$ cat src/rtl/xlate_pkg.sv
package xlate_pkg;

  typedef enum logic [1:0] {
    FLT_NONE  = 2'b00,
    FLT_SEG   = 2'b01,
    FLT_LIMIT = 2'b10,
    FLT_PAGE  = 2'b11
  } fault_e;

  typedef enum logic {
    ST_IDLE = 1'b0,
    ST_WAIT = 1'b1
  } xstate_e;

endpackage

$ cat src/rtl/xlate_segtab.sv
module xlate_segtab #(
  parameter int SEG_W = 4,
  parameter int LIM_W = 28,
  parameter int PA_W  = 32
) (
  input  logic             clk,
  input  logic             rst,
  input  logic             wr_en,
  input  logic [SEG_W-1:0] wr_idx,
  input  logic [LIM_W-1:0] wr_limit,
  input  logic [PA_W-1:0]  wr_base,
  input  logic             wr_valid,
  input  logic [SEG_W-1:0] rd_idx,
  output logic             rd_valid,
  output logic [LIM_W-1:0] rd_limit,
  output logic [PA_W-1:0]  rd_base
);

  localparam int NSEG = 1 << SEG_W;

  // Limits and bases live in RAM without reset; presence bits are flops.
  logic [LIM_W-1:0] lim_mem  [NSEG];
  logic [PA_W-1:0]  base_mem [NSEG];
  logic [NSEG-1:0]  present_q;

  always_ff @(posedge clk) begin
    if (wr_en) begin
      lim_mem[wr_idx]  <= wr_limit;
      base_mem[wr_idx] <= wr_base;
    end
  end

  always_ff @(posedge clk) begin
    if (rst) begin
      present_q <= '0;
    end else if (wr_en) begin
      present_q[wr_idx] <= wr_valid;
    end
  end

  // Asynchronous read so that the check completes in the acceptance cycle.
  assign rd_valid = present_q[rd_idx];
  assign rd_limit = lim_mem[rd_idx];
  assign rd_base  = base_mem[rd_idx];

  // every entry is absent right after reset
  p_clear_after_reset_r1: assert property (@(posedge clk)
    rst |=> (present_q == '0));

endmodule

$ cat src/rtl/xlate_check.sv
module xlate_check
  import xlate_pkg::*;
#(
  parameter int PAGE_W  = 16,
  parameter int OFF_W   = 12,
  parameter int PA_W    = 32,
  parameter int PTE_LG2 = 2
) (
  input  logic [PAGE_W-1:0]       page,
  input  logic [OFF_W-1:0]        page_off,
  input  logic                    seg_present,
  input  logic [PAGE_W+OFF_W-1:0] seg_limit,
  input  logic [PA_W-1:0]         seg_base,
  output fault_e                  fault,
  output logic [PA_W-1:0]         pte_addr
);

  localparam int SOFF_W = PAGE_W + OFF_W;

  logic [SOFF_W-1:0] seg_off;
  logic              over_limit;

  assign seg_off    = {page, page_off};
  assign over_limit = (seg_off >= seg_limit);

  // The presence check outranks the limit check.
  always_comb begin
    if (!seg_present) begin
      fault = FLT_SEG;
    end else if (over_limit) begin
      fault = FLT_LIMIT;
    end else begin
      fault = FLT_NONE;
    end
  end

  // The entry address is the segment's base plus the page index scaled to PTE size.
  assign pte_addr = seg_base + (PA_W'(page) << PTE_LG2);

endmodule

$ cat src/rtl/xlate_ctrl.sv
module xlate_ctrl
  import xlate_pkg::*;
#(
  parameter int OFF_W = 12,
  parameter int PA_W  = 32,
  parameter int PTE_W = 32
) (
  input  logic             clk,
  input  logic             rst,
  input  logic             req_valid,
  output logic             req_ready,
  input  logic [OFF_W-1:0] req_off,
  input  fault_e           chk_fault,
  input  logic [PA_W-1:0]  chk_pte_addr,
  output logic             mem_req_valid,
  output logic [PA_W-1:0]  mem_req_addr,
  input  logic             mem_rsp_valid,
  input  logic [PTE_W-1:0] mem_rsp_data,
  output logic             rsp_valid,
  output fault_e           rsp_fault,
  output logic [PA_W-1:0]  rsp_paddr
);

  localparam int FRAME_W   = PA_W - OFF_W;
  localparam int FRAME_LSB = PTE_W - FRAME_W;

  xstate_e          state_q;
  logic [OFF_W-1:0] off_q;
  logic             accept;
  logic             pte_ok;
  logic [FRAME_W-1:0] pte_frame;
  logic             unused_pte_bits;

  assign req_ready = (state_q == ST_IDLE);
  assign accept    = req_valid && req_ready;
  assign pte_ok    = mem_rsp_data[0];
  assign pte_frame = mem_rsp_data[PTE_W-1:FRAME_LSB];
  assign unused_pte_bits = ^mem_rsp_data[FRAME_LSB-1:1];

  always_ff @(posedge clk) begin
    if (rst) begin
      state_q       <= ST_IDLE;
      off_q         <= '0;
      mem_req_valid <= 1'b0;
      mem_req_addr  <= '0;
      rsp_valid     <= 1'b0;
      rsp_fault     <= FLT_NONE;
      rsp_paddr     <= '0;
    end else begin
      mem_req_valid <= 1'b0;
      rsp_valid     <= 1'b0;
      unique case (state_q)
        ST_IDLE: begin
          if (accept) begin
            if (chk_fault != FLT_NONE) begin
              rsp_valid <= 1'b1;
              rsp_fault <= chk_fault;
              rsp_paddr <= '0;
            end else begin
              mem_req_valid <= 1'b1;
              mem_req_addr  <= chk_pte_addr;
              off_q         <= req_off;
              state_q       <= ST_WAIT;
            end
          end
        end
        ST_WAIT: begin
          if (mem_rsp_valid) begin
            rsp_valid <= 1'b1;
            state_q   <= ST_IDLE;
            if (pte_ok) begin
              rsp_fault <= FLT_NONE;
              rsp_paddr <= {pte_frame, off_q};
            end else begin
              rsp_fault <= FLT_PAGE;
              rsp_paddr <= '0;
            end
          end
        end
        default: state_q <= ST_IDLE;
      endcase
    end
  end

  // a failed check answers at once and never reads memory
  p_fault_no_read_r5: assert property (@(posedge clk) disable iff (rst)
    (accept && chk_fault != FLT_NONE) |=>
      (rsp_valid && !mem_req_valid && rsp_fault == $past(chk_fault)));

  // a passing request issues its PTE read on the next cycle
  p_read_on_pass_r3: assert property (@(posedge clk) disable iff (rst)
    (accept && chk_fault == FLT_NONE) |=>
      (mem_req_valid && mem_req_addr == $past(chk_pte_addr) && !rsp_valid));

  // the read strobe lasts one cycle
  p_single_pulse_r3: assert property (@(posedge clk) disable iff (rst)
    mem_req_valid |=> !mem_req_valid);

  // stay busy until memory answers
  p_busy_hold_r8: assert property (@(posedge clk) disable iff (rst)
    (!req_ready && !mem_rsp_valid) |=> (!req_ready && !rsp_valid));

  // response follows the memory answer by one cycle
  p_rsp_follows_mem_r9: assert property (@(posedge clk) disable iff (rst)
    (!req_ready && mem_rsp_valid) |=> (rsp_valid && req_ready));

  // a page fault carries a zero address
  p_page_fault_zero_r6: assert property (@(posedge clk) disable iff (rst)
    (rsp_valid && rsp_fault == FLT_PAGE) |-> (rsp_paddr == '0));

endmodule

$ cat src/rtl/segpage_xlate.sv
module segpage_xlate
  import xlate_pkg::*;
#(
  parameter int SEG_W   = 4,
  parameter int PAGE_W  = 16,
  parameter int OFF_W   = 12,
  parameter int PA_W    = 32,
  parameter int PTE_W   = 32,
  parameter int PTE_LG2 = 2
) (
  input  logic                          clk,
  input  logic                          rst,
  input  logic                          cfg_we,
  input  logic [SEG_W-1:0]              cfg_idx,
  input  logic [PAGE_W+OFF_W-1:0]       cfg_limit,
  input  logic [PA_W-1:0]               cfg_ptbase,
  input  logic                          cfg_valid,
  input  logic                          req_valid,
  input  logic [SEG_W+PAGE_W+OFF_W-1:0] req_vaddr,
  output logic                          req_ready,
  output logic                          mem_req_valid,
  output logic [PA_W-1:0]               mem_req_addr,
  input  logic                          mem_rsp_valid,
  input  logic [PTE_W-1:0]              mem_rsp_data,
  output logic                          rsp_valid,
  output logic [1:0]                    rsp_fault,
  output logic [PA_W-1:0]               rsp_paddr
);

  localparam int LIM_W = PAGE_W + OFF_W;
  localparam int VA_W  = SEG_W + LIM_W;

  logic [SEG_W-1:0]  va_seg;
  logic [PAGE_W-1:0] va_page;
  logic [OFF_W-1:0]  va_off;

  assign va_seg  = req_vaddr[VA_W-1 -: SEG_W];
  assign va_page = req_vaddr[LIM_W-1 -: PAGE_W];
  assign va_off  = req_vaddr[OFF_W-1:0];

  logic             st_present;
  logic [LIM_W-1:0] st_limit;
  logic [PA_W-1:0]  st_base;
  fault_e           chk_fault;
  logic [PA_W-1:0]  chk_pte_addr;
  fault_e           out_fault;

  xlate_segtab #(.SEG_W(SEG_W), .LIM_W(LIM_W), .PA_W(PA_W)) u_segtab (
    .clk      (clk),
    .rst      (rst),
    .wr_en    (cfg_we),
    .wr_idx   (cfg_idx),
    .wr_limit (cfg_limit),
    .wr_base  (cfg_ptbase),
    .wr_valid (cfg_valid),
    .rd_idx   (va_seg),
    .rd_valid (st_present),
    .rd_limit (st_limit),
    .rd_base  (st_base)
  );

  xlate_check #(.PAGE_W(PAGE_W), .OFF_W(OFF_W), .PA_W(PA_W), .PTE_LG2(PTE_LG2)) u_check (
    .page        (va_page),
    .page_off    (va_off),
    .seg_present (st_present),
    .seg_limit   (st_limit),
    .seg_base    (st_base),
    .fault       (chk_fault),
    .pte_addr    (chk_pte_addr)
  );

  xlate_ctrl #(.OFF_W(OFF_W), .PA_W(PA_W), .PTE_W(PTE_W)) u_ctrl (
    .clk           (clk),
    .rst           (rst),
    .req_valid     (req_valid),
    .req_ready     (req_ready),
    .req_off       (va_off),
    .chk_fault     (chk_fault),
    .chk_pte_addr  (chk_pte_addr),
    .mem_req_valid (mem_req_valid),
    .mem_req_addr  (mem_req_addr),
    .mem_rsp_valid (mem_rsp_valid),
    .mem_rsp_data  (mem_rsp_data),
    .rsp_valid     (rsp_valid),
    .rsp_fault     (out_fault),
    .rsp_paddr     (rsp_paddr)
  );

  assign rsp_fault = out_fault;

  // an absent segment is reported as such whatever its limit
  p_seg_priority_r10: assert property (@(posedge clk) disable iff (rst)
    (req_valid && req_ready && !st_present) |=> (rsp_valid && rsp_fault == 2'b01));

endmodule

$ cat config.mk
export PLATFORM = sky130hd
export DESIGN_NAME = segpage_xlate
export DESIGN_NICKNAME = d
export VERILOG_FILES = /design/src/rtl/xlate_pkg.sv /design/src/rtl/xlate_segtab.sv /design/src/rtl/xlate_check.sv /design/src/rtl/xlate_ctrl.sv /design/src/rtl/segpage_xlate.sv
export SDC_FILE = /design/constraint.sdc
export NUM_CORES = 1
export LEC_CHECK = 0
export ABC_AREA = 1
export ABC_CLOCK_PERIOD_IN_PS = 9300
export BUFFER_PORTS_ARGS = -buffer_cell sky130_fd_sc_hd__buf_2
export CAP_MARGIN = 5
export CORE_MARGIN = 5
export CORE_UTILIZATION = 34
export DETAILED_ROUTE_END_ITERATION = 10
export PLACE_DENSITY_LB_ADDON = 0.1
export REMOVE_ABC_BUFFERS = 1
export SYNTH_ARGS = -nofsm -noshare
export SYNTH_HDL_FRONTEND = slang
export SYNTH_HIERARCHICAL = 1
export SYNTH_SLANG_ARGS = --single-unit
$ cat constraint.sdc
create_clock -name clk -period 9.3 [get_ports clk]
set_input_delay 1.86 -clock clk [delete_from_list [all_inputs] [get_ports clk]]
set_output_delay 1.86 -clock clk [all_outputs]
set_load 0.01 [all_outputs]
==> flow_summary.json <==
{
  "status": "completed",
  "dpl.cell_count": 6829,
  "hold_viol": 0,
  "whs_endpoint": "u_segtab/present_q[12]$_SDFFE_PP0P_",
  "fin_crit_sh_pct": 69.5,
  "r2r-start": "u_segtab/lim_mem[0][25]$_DFFE_PP_",
  "cts_resized": 0,
  "hold_class": "flip-flop to flip-flop",
  "clkPwrFrac_pct": 42.5,
  "cap_violations": 0,
  "setup_ws_ns": 2.83,
  "yosysWarningCount": 6,
  "cts_tree": "yes",
  "wl_per_cell_um": 20.1,
  "synth_fa_ha_area_share_pct": 1.20,
  "power.switching_w": 0.00265,
  "synth_seq_cells": 1057,
  "synth_area_mm2": 0.0474,
  "slew_violations": 0,
  "post-place-ws_ns": 1.90,
  "cts_hold_buf": 0,
  "crit_chain": "buf_8 > inv_8 > buf_4 > nand2_1 > nand2_1 > nand2_1 > nand3_1 > nand3_1 > nand2_1 > inv_1 > ha_1 > a21o_1 > a21oi_1 > nand2_1 > a21oi_1 > a21oi_1 > inv_1 > nand2_1 > inv_1 > nand2_2 > inv_2 > nor2_1 > nor2_1",
  "grt_max_degree": 168,
  "p_seq_share_pct": 48.8,
  "fin_nets": 5254,
  "root_buffer": "clkbuf_16",
  "drc_errors": 0,
  "max_freq_mhz": 155,
  "area_growth_pct": 14.1,
  "max-clock-path-buffers": 3,
  "cts_post_setup_buffers_inserted": 0,
  "die_h_um": 383,
  "placed_area_mm2": 0.0502,
  "critical_path.slowest_cell": "inv_2",
  "muxShareOfSynthArea_pct": 0,
  "rrSetupSlack_ns": 5.02,
  "powerDensity_mw_per_mm2": 203,
  "cp.arrival_ns": 7.11,
  "setup_tns_ns": 0,
  "reg2reg_to": "u_ctrl/mem_req_addr[23]$_SDFFE_PP0P_",
  "die_w_um": 383,
  "peakVddDrop_mv": 0.148,
  "ios": 203,
  "final_antenna_net_count": 0,
  "min_path_cells": 2,
  "reg2reg_depth": 20,
  "path_clk_slew_ns": 0.06,
  "grt_overflow_total": 0,
  "finalNonFillerCells": 7058,
  "clkSinkCount": 1057,
  "avgViaCountPerCell": 4.65,
  "finalCriticalPeriod_ns": 6.47,
  "min_from": "u_segtab/present_q[12]$_SDFFE_PP0P_",
  "drive_gt1_share_pct": 8.64,
  "core_area_mm2": 0.139,
  "pwr-share-comb_pct": 8.7,
  "synthSimpleGateAreaFrac_pct": 22.8,
  "maxSlewHeadroom_pct": 21.9,
  "whs_ns": 0.467,
  "cpLargestDelayFamily": "buffers and inverters",
  "rsz0062_at_grt": "no",
  "p_leak_nw": 23.5,
  "p_int_w": 0.00830,
  "final_area_mm2": 0.0541,
  "num_rows": 137,
  "startpoint_type": "input port",
  "portBuffers": 191,
  "cts_buffers": 120,
  "slowest_delay_ns": 0.96,
  "drt_wl_total_um": 142000,
  "fin_worst_skew_ns": 0.0415,
  "die_area_mm2": 0.147,
  "crit_path_frequent_cell": "nand2_1",
  "setup_violations": 0,
  "track_usage_pct": 19.0,
  "vias": 32800,
  "cp_max_fo": 144,
  "endpoint_kind": "flip-flop",
  "synth_xor_area_share_pct": 0.259,
  "firstDrtPassIters": 5,
  "netlist_instances": 4941,
  "netlist-cell-type-count": 36,
  "cp.required_ns": 9.95,
  "antenna_found_initial": 19,
  "grt_pass1_vias": 30900,
  "switching_share_pct": 24.2,
  "path_buf_inv": 7,
  "synth_compound_area_share_pct": 1.40,
  "synth_seq_area_share_pct": 64.9,
  "avgSynthCellArea_um2": 9.59,
  "clk_latency_ns": 0.75,
  "dp_hpwl_um": 75500,
  "synth_top_family_by_area": "simple AND/OR/NAND/NOR gates",
  "path_class": "input port to flip-flop",
  "start_util_pct": 34.1,
  "grt_first_pass_wirelength_um": 208000,
  "drt-initial-drc-count": 2485,
  "h-tree-depth": 3,
  "gp_congestion": 0.788,
  "tightest_slew_ns": 1.17
}
routing by layer:
metal | wire (um) | share of wire (%) | track usage (%) | vias up
met3 | 7180 | 5.1 | 3.11 | 220
met1 | 64900 | 46 | 26.4 | 15700
li1 | - | - | - | 16100
met4 | 3500 | 2.5 | 4.97 | 4
met2 | 66400 | 47 | 31.2 | 766
met5 | 21 | 0.015 | 0 | -
cell usage after synthesis (all sizes together):
master / n / area share, %
nand2: 1544 / 12
edfxtp: 960 / 61
inv: 885 / 7.0
nand3: 773 / 8.2
nor2: 209 / 1.7
buf: 174 / 1.9
dfxtp: 97 / 4.1
clkbuf: 63 / 0.50
a21oi: 62 / 0.66
o21ai: 60 / 0.64
ha: 44 / 1.2
nand3b: 29 / 0.46
xor2: 12 / 0.22
nor3: 9 / 0.15
and2: 3 / 0.040
nand4: 3 / 0.040
or2: 3 / 0.040
a21o: 2 / 0.032
clkinv: 2 / 0.016
o21bai: 2 / 0.032
xnor2: 2 / 0.037
a21boi: 1 / 0.016
fa: 1 / 0.042
o21a: 1 / 0.016
power groups by stage:
stage / Clock (W) / Combinational, W / Sequential [W]
6_report: 0.00466 / 0.000947 / 0.00535
5_1_grt: 0.00497 / 0.00107 / 0.00536
4_1_cts: 0.00480 / 0.000965 / 0.00535
3_5_place_dp: 0 / 0.000961 / 0.00545
3_3_place_gp: 0 / 0.000959 / 0.00545
2_1_floorplan: 0 / 0.000519 / 0.00545
stage by stage:
stage	utilization (%)	power, W
after global routing	38.9	0.0114
final	38.9	0.0110
after CTS	38.9	0.0111
after floorplan	-	0.00597
after detailed placement	36.1	0.00641
after global placement	36.1	0.00640
logic make-up (layout without fill, tap and decap cells):
logic type / count (synthesis) / count (layout)
AND/OR/NAND/NOR: 2573 / 2573
other: 0 / 8
adder cells (fa/ha/maj): 45 / 45
XOR/XNOR: 14 / 14
AO/OA/AOI/OAI: 128 / 128
flip-flops: 1057 / 1057
buffers and inverters: 1124 / 1357
state kept, by name, indices dropped and copies added, names as in the netlist:
register	count
u_segtab/present_q	16
u_segtab/lim_mem	448
u_ctrl/mem_req_valid	1
u_ctrl/rsp_fault	2
u_ctrl/state_q	1
u_ctrl/off_q	12
u_ctrl/rsp_paddr	32
u_segtab/base_mem	512
u_ctrl/mem_req_addr	32
u_ctrl/rsp_valid	1
cells in the final DEF (no fill, tap or decap), types with 5 or more instances in the layout:
cell        instances
nand2_1          1535
edfxtp_1          960
inv_1             879
nand3_1           773
nor2_1            193
buf_2             187
clkbuf_16         122
dfxtp_1            97
a21oi_1            61
o21ai_0            59
buf_4              56
ha_1               44
clkbuf_1           34
clkinv_1           29
nand3b_1           29
nor2_4             14
clkinv_2           13
bufinv_16          12
xor2_1             12
nand2_2             9
diode_2             8
clkinvlp_4          6
nor3_1              5
worst max path at each step:
stage	start	to	slack (ns)	cells after the start
after floorplan	req_vaddr[28]	u_ctrl/rsp_paddr[31]$_SDFFE_PP0P_	1.20	20
after global placement	req_vaddr[28]	u_ctrl/off_q[4]$_SDFFE_PP0P_	1.96	23
after detailed placement	req_vaddr[28]	u_ctrl/mem_req_addr[28]$_SDFFE_PP0P_	1.90	23
after CTS	req_vaddr[28]	u_ctrl/mem_req_addr[23]$_SDFFE_PP0P_	2.68	23
after global routing	req_vaddr[28]	u_ctrl/mem_req_addr[9]$_SDFFE_PP0P_	2.31	23
final	req_vaddr[28]	u_ctrl/mem_req_addr[23]$_SDFFE_PP0P_	2.83	23
area by class of cell:
cell class,instances,area [um^2]
Antenna cell,8,20.0
Clock buffer,157,3190
Clock inverter,64,633
Fill cell,13700,85000
Inverter,887,3360
Multi-Input combinational cell,2760,12300
Sequential cell,1057,30800
Tap cell,1876,2350
Timing Repair Buffer,249,1460
worst reg2reg max path, delay by kind of cell (launching register included):
kind                       cells  cell delay [ns]
AOI/OAI and AO/OA              4             1.10
adders and majority gates      1             0.28
and+or+nand+nor               10             1.27
DFF                            1             0.31
buffers and inverters          5             1.25
(Power assumes the default switching activity.)
